`src/rtl/ss_pkg.sv`:
```
`timescale 1ns/1ps
package ss_pkg;

    typedef enum logic [1:0] {
        MV_IDLE,
        MV_ARMED,
        MV_INJECT,
        MV_HOLD
    } mv_state_e;

    typedef enum logic {
        SC_IDLE,
        SC_RUN
    } sc_state_e;

endpackage

```
`src/rtl/ss_position.sv`:
```
`timescale 1ns/1ps
module ss_position
    import ss_pkg::*;
#(
    parameter int LINE_PIX = 160,
    parameter int COPY_GAP = 16,
    parameter int MV_W     = 4
) (
    input  logic            clk,
    input  logic            rst_n,
    input  logic            vis_en,
    input  logic            hblank_start,
    input  logic            pos_rst,
    input  logic [MV_W-1:0] motion,
    input  logic            motion_go,
    input  logic [2:0]      size,
    output logic            tick,
    output logic            start
);

    localparam int POS_W = $clog2(LINE_PIX);
    localparam logic [POS_W-1:0] LAST_POS = POS_W'(LINE_PIX - 1);
    localparam logic [POS_W-1:0] OFF_1    = POS_W'(COPY_GAP);
    localparam logic [POS_W-1:0] OFF_2    = POS_W'(2 * COPY_GAP);
    localparam logic [POS_W-1:0] OFF_4    = POS_W'(4 * COPY_GAP);

    mv_state_e       st, st_nxt;
    logic [MV_W-1:0] mv_val;
    logic [MV_W-1:0] mv_cnt;
    logic [MV_W-1:0] mv_mag;
    logic [POS_W-1:0] pos, pos_nxt;
    logic            hit;

    assign mv_mag = mv_val[MV_W-1] ? (~mv_val + 1'b1) : mv_val;

    // state register
    always_ff @(posedge clk) begin
        if (!rst_n) st <= MV_IDLE;
        else        st <= st_nxt;
    end

    // next state
    always_comb begin
        st_nxt = st;
        unique case (st)
            MV_IDLE: begin
                if (motion_go) st_nxt = MV_ARMED;
            end
            MV_ARMED: begin
                if (hblank_start) begin
                    if (mv_val == '0)          st_nxt = MV_IDLE;
                    else if (mv_val[MV_W-1])   st_nxt = MV_HOLD;
                    else                       st_nxt = MV_INJECT;
                end
            end
            MV_INJECT: begin
                if (mv_cnt == MV_W'(1)) st_nxt = MV_IDLE;
            end
            MV_HOLD: begin
                if (vis_en && mv_cnt == MV_W'(1)) st_nxt = MV_IDLE;
            end
            default: st_nxt = MV_IDLE;
        endcase
    end

    // motion value and count
    always_ff @(posedge clk) begin
        if (!rst_n) begin
            mv_val <= '0;
            mv_cnt <= '0;
        end else begin
            if (motion_go && (st == MV_IDLE || st == MV_ARMED))
                mv_val <= motion;
            if (st == MV_ARMED && hblank_start)
                mv_cnt <= mv_mag;
            else if (st == MV_INJECT)
                mv_cnt <= mv_cnt - 1'b1;
            else if (st == MV_HOLD && vis_en)
                mv_cnt <= mv_cnt - 1'b1;
        end
    end

    // outputs: tick gating and copy decode
    always_comb begin
        tick    = (vis_en && st != MV_HOLD) || (st == MV_INJECT);
        pos_nxt = (pos == LAST_POS) ? '0 : pos + 1'b1;
        unique case (size)
            3'd1:    hit = (pos_nxt == OFF_1);
            3'd2:    hit = (pos_nxt == OFF_2);
            3'd3:    hit = (pos_nxt == OFF_1) || (pos_nxt == OFF_2);
            3'd4:    hit = (pos_nxt == OFF_4);
            3'd6:    hit = (pos_nxt == OFF_2) || (pos_nxt == OFF_4);
            default: hit = 1'b0;
        endcase
        start = tick && !pos_rst && ((pos_nxt == '0) || hit);
    end

    always_ff @(posedge clk) begin
        if (!rst_n)      pos <= '0;
        else if (pos_rst) pos <= '0;
        else if (tick)   pos <= pos_nxt;
    end

endmodule

```
`src/rtl/ss_gfx.sv`:
```
`timescale 1ns/1ps
module ss_gfx #(
    parameter int GFX_W = 8
) (
    input  logic             clk,
    input  logic             rst_n,
    input  logic             gfx_wr,
    input  logic [GFX_W-1:0] gfx_data,
    input  logic             peer_wr,
    output logic [GFX_W-1:0] stage_a,
    output logic [GFX_W-1:0] stage_b
);

    always_ff @(posedge clk) begin
        if (!rst_n) begin
            stage_a <= '0;
            stage_b <= '0;
        end else begin
            if (gfx_wr)  stage_a <= gfx_data;
            if (peer_wr) stage_b <= stage_a;
        end
    end

endmodule

```
`src/rtl/ss_scan.sv`:
```
`timescale 1ns/1ps
module ss_scan
    import ss_pkg::*;
#(
    parameter int GFX_W = 8,
    parameter int STR_W = 2
) (
    input  logic             clk,
    input  logic             rst_n,
    input  logic             vis_en,
    input  logic             tick,
    input  logic             start,
    input  logic [2:0]       size,
    input  logic             reflect,
    input  logic [GFX_W-1:0] gfx_sel,
    output logic             pix_out
);

    localparam int IDX_W = $clog2(GFX_W);
    localparam logic [IDX_W-1:0] LAST_IDX = IDX_W'(GFX_W - 1);

    sc_state_e        st, st_nxt;
    logic [IDX_W-1:0] idx;
    logic [IDX_W-1:0] bit_pos;
    logic [STR_W-1:0] sub, sub_top;
    logic             sub_last, idx_last;

    always_comb begin
        unique case (size)
            3'd5:    sub_top = STR_W'(1);
            3'd7:    sub_top = STR_W'(3);
            default: sub_top = '0;
        endcase
        sub_last = (sub == sub_top);
        idx_last = (idx == LAST_IDX);
    end

    // state register
    always_ff @(posedge clk) begin
        if (!rst_n) st <= SC_IDLE;
        else        st <= st_nxt;
    end

    // next state
    always_comb begin
        st_nxt = st;
        unique case (st)
            SC_IDLE: begin
                if (tick && start) st_nxt = SC_RUN;
            end
            SC_RUN: begin
                if (tick && !start && sub_last && idx_last) st_nxt = SC_IDLE;
            end
            default: st_nxt = SC_IDLE;
        endcase
    end

    // bit and stretch counters
    always_ff @(posedge clk) begin
        if (!rst_n) begin
            idx <= '0;
            sub <= '0;
        end else if (tick) begin
            if (start) begin
                idx <= '0;
                sub <= '0;
            end else if (st == SC_RUN) begin
                if (sub_last) begin
                    sub <= '0;
                    idx <= idx + 1'b1;
                end else begin
                    sub <= sub + 1'b1;
                end
            end
        end
    end

    // output
    always_comb begin
        bit_pos = reflect ? idx : (LAST_IDX - idx);
        pix_out = vis_en && (st == SC_RUN) && gfx_sel[bit_pos];
    end

endmodule

```
`src/rtl/sprite_serializer.sv`:
```
`timescale 1ns/1ps
module sprite_serializer #(
    parameter int LINE_PIX = 160,
    parameter int GFX_W    = 8,
    parameter int COPY_GAP = 16,
    parameter int MV_W     = 4
) (
    input  logic             clk,
    input  logic             rst_n,
    input  logic             vis_en,
    input  logic             hblank_start,
    input  logic             gfx_wr,
    input  logic [GFX_W-1:0] gfx_data,
    input  logic             peer_wr,
    input  logic             reflect,
    input  logic             vdelay,
    input  logic [2:0]       size,
    input  logic             pos_rst,
    input  logic [MV_W-1:0]  motion,
    input  logic             motion_go,
    output logic             pix_out
);

    logic             tick_w;
    logic             start_w;
    logic [GFX_W-1:0] stage_a_w;
    logic [GFX_W-1:0] stage_b_w;
    logic [GFX_W-1:0] gfx_sel_w;

    ss_position #(
        .LINE_PIX (LINE_PIX),
        .COPY_GAP (COPY_GAP),
        .MV_W     (MV_W)
    ) i_position (
        .clk          (clk),
        .rst_n        (rst_n),
        .vis_en       (vis_en),
        .hblank_start (hblank_start),
        .pos_rst      (pos_rst),
        .motion       (motion),
        .motion_go    (motion_go),
        .size         (size),
        .tick         (tick_w),
        .start        (start_w)
    );

    ss_gfx #(
        .GFX_W (GFX_W)
    ) i_gfx (
        .clk      (clk),
        .rst_n    (rst_n),
        .gfx_wr   (gfx_wr),
        .gfx_data (gfx_data),
        .peer_wr  (peer_wr),
        .stage_a  (stage_a_w),
        .stage_b  (stage_b_w)
    );

    assign gfx_sel_w = vdelay ? stage_b_w : stage_a_w;

    ss_scan #(
        .GFX_W (GFX_W)
    ) i_scan (
        .clk     (clk),
        .rst_n   (rst_n),
        .vis_en  (vis_en),
        .tick    (tick_w),
        .start   (start_w),
        .size    (size),
        .reflect (reflect),
        .gfx_sel (gfx_sel_w),
        .pix_out (pix_out)
    );

endmodule

```
`config.mk`:
```
export PLATFORM = sky130hd
export DESIGN_NAME = sprite_serializer
export DESIGN_NICKNAME = d
export VERILOG_FILES = /design/src/rtl/ss_pkg.sv /design/src/rtl/ss_position.sv /design/src/rtl/ss_gfx.sv /design/src/rtl/ss_scan.sv /design/src/rtl/sprite_serializer.sv
export SDC_FILE = /design/constraint.sdc
export NUM_CORES = 1
export LEC_CHECK = 0
export BUFFER_PORTS_ARGS = -buffer_cell sky130_fd_sc_hd__clkbuf_2
export CAP_MARGIN = 30
export CELL_PAD_IN_SITES_DETAIL_PLACEMENT = 1
export CELL_PAD_IN_SITES_GLOBAL_PLACEMENT = 2
export CORE_AREA = 5 5 92 94
export CTS_BUF_LIST = sky130_fd_sc_hd__clkbuf_8
export DETAILED_ROUTE_END_ITERATION = 8
export DIE_AREA = 0 0 97 99
export HOLD_SLACK_MARGIN = 0.05
export PLACE_DENSITY_LB_ADDON = 0.1
export SYNTH_ARGS = -nofsm -noshare
export SYNTH_HDL_FRONTEND = slang
export SYNTH_SLANG_ARGS = --single-unit
```
`constraint.sdc`:
```
create_clock -name clk -period 1.75 [get_ports clk]
set_input_delay 0.2625 -clock clk [delete_from_list [all_inputs] [get_ports clk]]
set_output_delay 0.2625 -clock clk [all_outputs]
set_load 0.03 [all_outputs]
```
After elaboration in Yosys (flattened, before gate mapping)
Index checks and enable logic that the tools add are counted.
Storage, ports and cells
  register bits: 40
  input bits: 25
  word-level logic and storage cells: 98
Operators by class
  equal/unequal tests: 22
  magnitude comparators: 1
  bitwise operators: 3
  add/subtract/negate cells: 6
  mux-type cells: 27
  reduce and logical (&&, ||, !) cells: 30
Operators by type and width (count)
  $mux 2: 8
  $mux 4: 4
  $mux 8: 2
  $eq 3x3->1 const B: 5
  $logic_and 1x1->1: 13
  $mux 3: 4
  $add 8x1->8 const B: 1
  $eq 8x5->1 const B: 1
  $eq 8x6->1 const B: 1
  $eq 8x7->1 const B: 1
  $eq 8x8->1 const B: 1
  $logic_not 8->1: 1
  $pmux 2 s4: 1
  $eq 3x2->1 const B: 2
  $ne 2x2->1 const B: 3
  $logic_or 1x1->1: 5
  $pmux 1 s5: 1
  $add 4x1->4 const B: 1
  $eq 2x2->1 const B: 2
  $eq 4x1->1 const B: 1
  $logic_not 4->1: 1
  $lt 3x4->1 const B: 1
  $mux 1: 4
  $ne 2x1->1 const B: 2
  20 further kinds: 23

Logic depth before layout (Yosys ltp)
  word-level depth: 13
  gate-level depth with buffers: 6
  mapped depth without buffers: 6

Cells and area by module
A second synthesis with hierarchy kept.
Second synthesis, totals
  cell total of the unflattened synthesis: 275
  area, all modules: 2493.6 sq um
By module, submodules not included
  ss_position: area an instance 1246.2 sq um, times used 1, cells each 155
  ss_gfx: area an instance 608.1 sq um, times used 1, cells each 51
  ss_scan: area an instance 508.0 sq um, times used 1, cells each 60
  sprite_serializer: area an instance 131.4 sq um, times used 1, cells each 9

Worst setup path before layout
No wires, ideal clock.
  path type: reg2out
  start: register i_scan.idx[0]
  end: output port pix_out
  arrival time: 1.840 ns
  data required time: 1.487 ns
  stages on the path, launching flop included: 6
  path buffers: 0
  path slack: -0.352 ns
  path through: dfxtp_1 xor2_1 mux4_2 nor2b_1 a211oi_1 a211oi_1
On the way
  cells in the longest elaborated chain, start to end: 5
Ends and longest elaborated chain
  from (decl): line ss_scan.sv:23  | logic [IDX_W-1:0] idx;
  from (signal assigned): line ss_scan.sv:70  | idx <= idx + 1'b1;
  $sub 3x3->3: line ss_scan.sv:80  | bit_pos = reflect ? idx : (LAST_IDX - idx);
  $mux 3 (*): line ss_scan.sv:80
  $bmux 1 s3 (*): line ss_scan.sv:81  | pix_out = vis_en && (st == SC_RUN) && gfx_sel[bit_pos];
  $mux 1 (implied by the code) (*): line ss_scan.sv:81
  $logic_and 1x1->1 (*): line ss_scan.sv:81
  to (decl): line sprite_serializer.sv:21  | output logic pix_out
Every way passes the cells marked *; elsewhere a longest branch is shown, timed or not. The select of a mux whose other input is x is not followed.

Worst setup path in the final report
  start: register i_scan.idx[2]
  end: output port pix_out
The elaborated chain is that of the path after synthesis.

==> metrics.txt <==
CTS H-Tree Depth=2; First-pass DRT Iterations=4; Via density=4.99; die area=0.00960 mm^2; Max Cap Viol=0; crit path max fanout=3; max frequency=454 MHz; diode count=0; fin area=0.00317 mm^2; pin count of the biggest net entering global routing=30; grt total ovfl=0; Ys Warns=0; RR Startpoint=i_position.pos[0]; failing checks=setup timing; share of post-route cells with drive strength above 1=0.317; synthesized area per cell=8.73 um^2; Critical Path AT=1.94 ns; Clock Path Buffers=2; ys async rst share=0; TritonCTS clock tree=yes; r2r setup slk=0.04 ns; IO Count=26; DP Area=0.00284 mm^2; Final HPWL DP=4810 um; max_slew headroom=0.680; ys flop type=dfxtp_1; max-slew violation count=0; Worst Reg-to-Reg Cells=6; nets=356; die width=97 um; clock latency on the worst-skew pair=0.29 ns; final std cells w/o fill=427; DRC=0; Tmin final=2.20 ns; total track usage=0.137; Final setup viols=1; antenna viol nets, final=0; Clk pin slew, worst setup/hold paths=0.09 ns; worst slew pin tran=0.479 ns; DR WL/cell=15.3 um; Power Density=663 mW/mm^2; hold path cells=3; total number of vias=2132; placed insts=417; # fillers=886; Core Util, Final=0.419; vias in the first global route=2249; # port buffers=25; Die Height=99 um; global-route wire length before repair=10800 um; GPL Wtd Cong=0.745; CP max stage cell=mux4_2; Worst Min Path Start=motion[1]; final worst slack=-0.453 ns; CP Buf/Inv Count=1; Top delay family on crit path=multiplexers; Worst Hold Class=input pin to flop; P&R area growth vs syn=32.4%; Synth Instances=274; CP Launch Type=flop; Hold Slack=0.213 ns; FF+latch count, synth=40; Hold Path Sink=i_position.mv_val[1]; hold_buf cts=0; Clock Root Buffer=clkbuf_8; P_leak=0.00126 uW; core area=0.00757 mm^2; kind of critical path=flop to output port; Yosys cell types=52; Period Utilization, post-route=1.26; First DRT Iteration DRCs=44; skew final=0.00544 ns; Place WS=-0.324 ns; cell-by-cell trace of the critical path=xnor2_4 -> mux4_2 -> nor2b_4 -> a211oi_2 -> a211oi_4 -> clkbuf_8; max incr delay on CP=0.53 ns; WP data required=1.49 ns; final wirelength=6530 um; RSZ-0062 raised after global routing=yes; clk sink count=40; Post-synth EDFFs=0; worst r2r dst=i_scan.st; Core Rows=32; Seq/Total Area, Yosys=0.335; Final Hold Viols=0; VDD IR-drop max=0.000281 V; Mapped Nets=306; Initial Util=0.316; TritonCTS buffer count=5; initial antenna violation count=0; Synth Cell Area=0.00239 mm^2; status=complete, but fails checks; CP Capture Type=output port
-- cell usage after synthesis (4+ instances only) --
library cell	n	area (um^2)
a211oi_1	4	30.0
a21oi_1	12	60.1
and2_1	4	25.0
and3_1	5	31.3
clkbuf_1	8	30.0
dfxtp_1	40	801
ha_1	7	87.6
inv_1	6	22.5
mux2i_1	19	190
mux4_2	4	90.1
nand2_1	24	90.1
nand2b_1	7	43.8
nand3_1	8	40.0
nor2_1	17	63.8
nor2b_1	29	181
o211ai_1	5	37.5
o21ai_0	15	75.1
xnor2_1	6	52.6
xor2_1	4	35.0
-- area by class of cell --
type / instances / area [um^2] / share of cell area
Multi-Input combinational cell: 216 / 1710 / 0.539
Tap cell: 102 / 128 / 0.0403
Timing Repair Buffer: 55 / 367 / 0.116
Inverter: 6 / 22.5 / 0.00711
Sequential cell: 40 / 822 / 0.259
Clock inverter: 2 / 38.8 / 0.0122
Clock buffer: 6 / 82.6 / 0.0261
-- registers in the layout, indices dropped and copies added (netlist names) --
| register | cells |
|---|---|
| i_position.pos | 8 |
| i_gfx.stage_a | 8 |
| i_scan.st | 1 |
| i_position.st | 2 |
| i_gfx.stage_b | 8 |
| i_position.mv_val | 4 |
| i_scan.sub | 2 |
| i_position.mv_cnt | 4 |
| i_scan.idx | 3 |
-- logic make-up (layout without fill, tap and decap cells) --
kind of cell	Yosys count	count (layout)	synth area share
AND/OR/NAND/NOR	113	113	0.258
AO/OA/AOI/OAI	60	60	0.171
flip-flops	40	40	0.335
multiplexers	25	25	0.127
buffers and inverters	18	69	0.0298
XOR/XNOR	11	11	0.0434
adder cells (fa/ha/maj)	7	7	0.0366
-- worst max path at each step --
stage             startpoint       to  cells after the start
4_1_cts        i_scan.idx[2]  pix_out                      6
3_5_place_dp         reflect  pix_out                      7
6_report       i_scan.idx[2]  pix_out                      6
3_3_place_gp         reflect  pix_out                      7
5_1_grt        i_scan.idx[2]  pix_out                      6
2_1_floorplan  i_scan.idx[2]  pix_out                      5
-- stage by stage --
| step | power, uW | setup TNS, ns |
|---|---|---|
| after CTS | 2150 | -0.533 |
| after detailed placement | 1300 | -1.35 |
| final | 2100 | -0.453 |
| after global routing | 2210 | -0.562 |
| after global placement | 1290 | -0.842 |
| after floorplan | 1180 | -0.0366 |
-- worst reg2reg max path: cells and delay by family, from the launching register on --
kind | cells | cell delay (ns)
AOI/OAI and AO/OA | 3 | 0.59
and+or+nand+nor | 2 | 0.49
DFF | 1 | 0.38
adders and majority gates | 1 | 0.15
-- routing by layer --
layer  global-route usage  part of all wire  vias up  wire length [um]
met1                0.172              0.47     1026              3070
met4               0.0292            0.0063        0                41
met5                    0                 0        -                 0
li1                     -                 -     1081                 -
met2                0.244              0.50       20              3260
met3               0.0269             0.024        5               154
-- layout by cell type, fill, tap and decap left out, types with 7 or more instances in the layout --
cell type  count
o21ai_0        9
clkbuf_8       7
buf_4         28
nor2b_1       27
nand3_1        7
nand2b_1       7
a21oi_1       10
nor2_1        17
dfxtp_1       33
nand2_1       22
mux2i_1       18
clkbuf_2      24
-- power by group --
part	internal, uW	leakage (uW)	switching (uW)
logic	145	0.000866	155
clock network	467	0.0000614	357
registers	942	0.000331	34.6
-- repair_timing --
| action | CTS | global route |
|---|---|---|
| pin swaps | 4 | 13 |
| gates resized for setup | 22 | 24 |
| buffers inserted | 0 | 2 |
| endpoints found under the setup margin | 10 | 11 |
(Power assumes the default switching activity.)
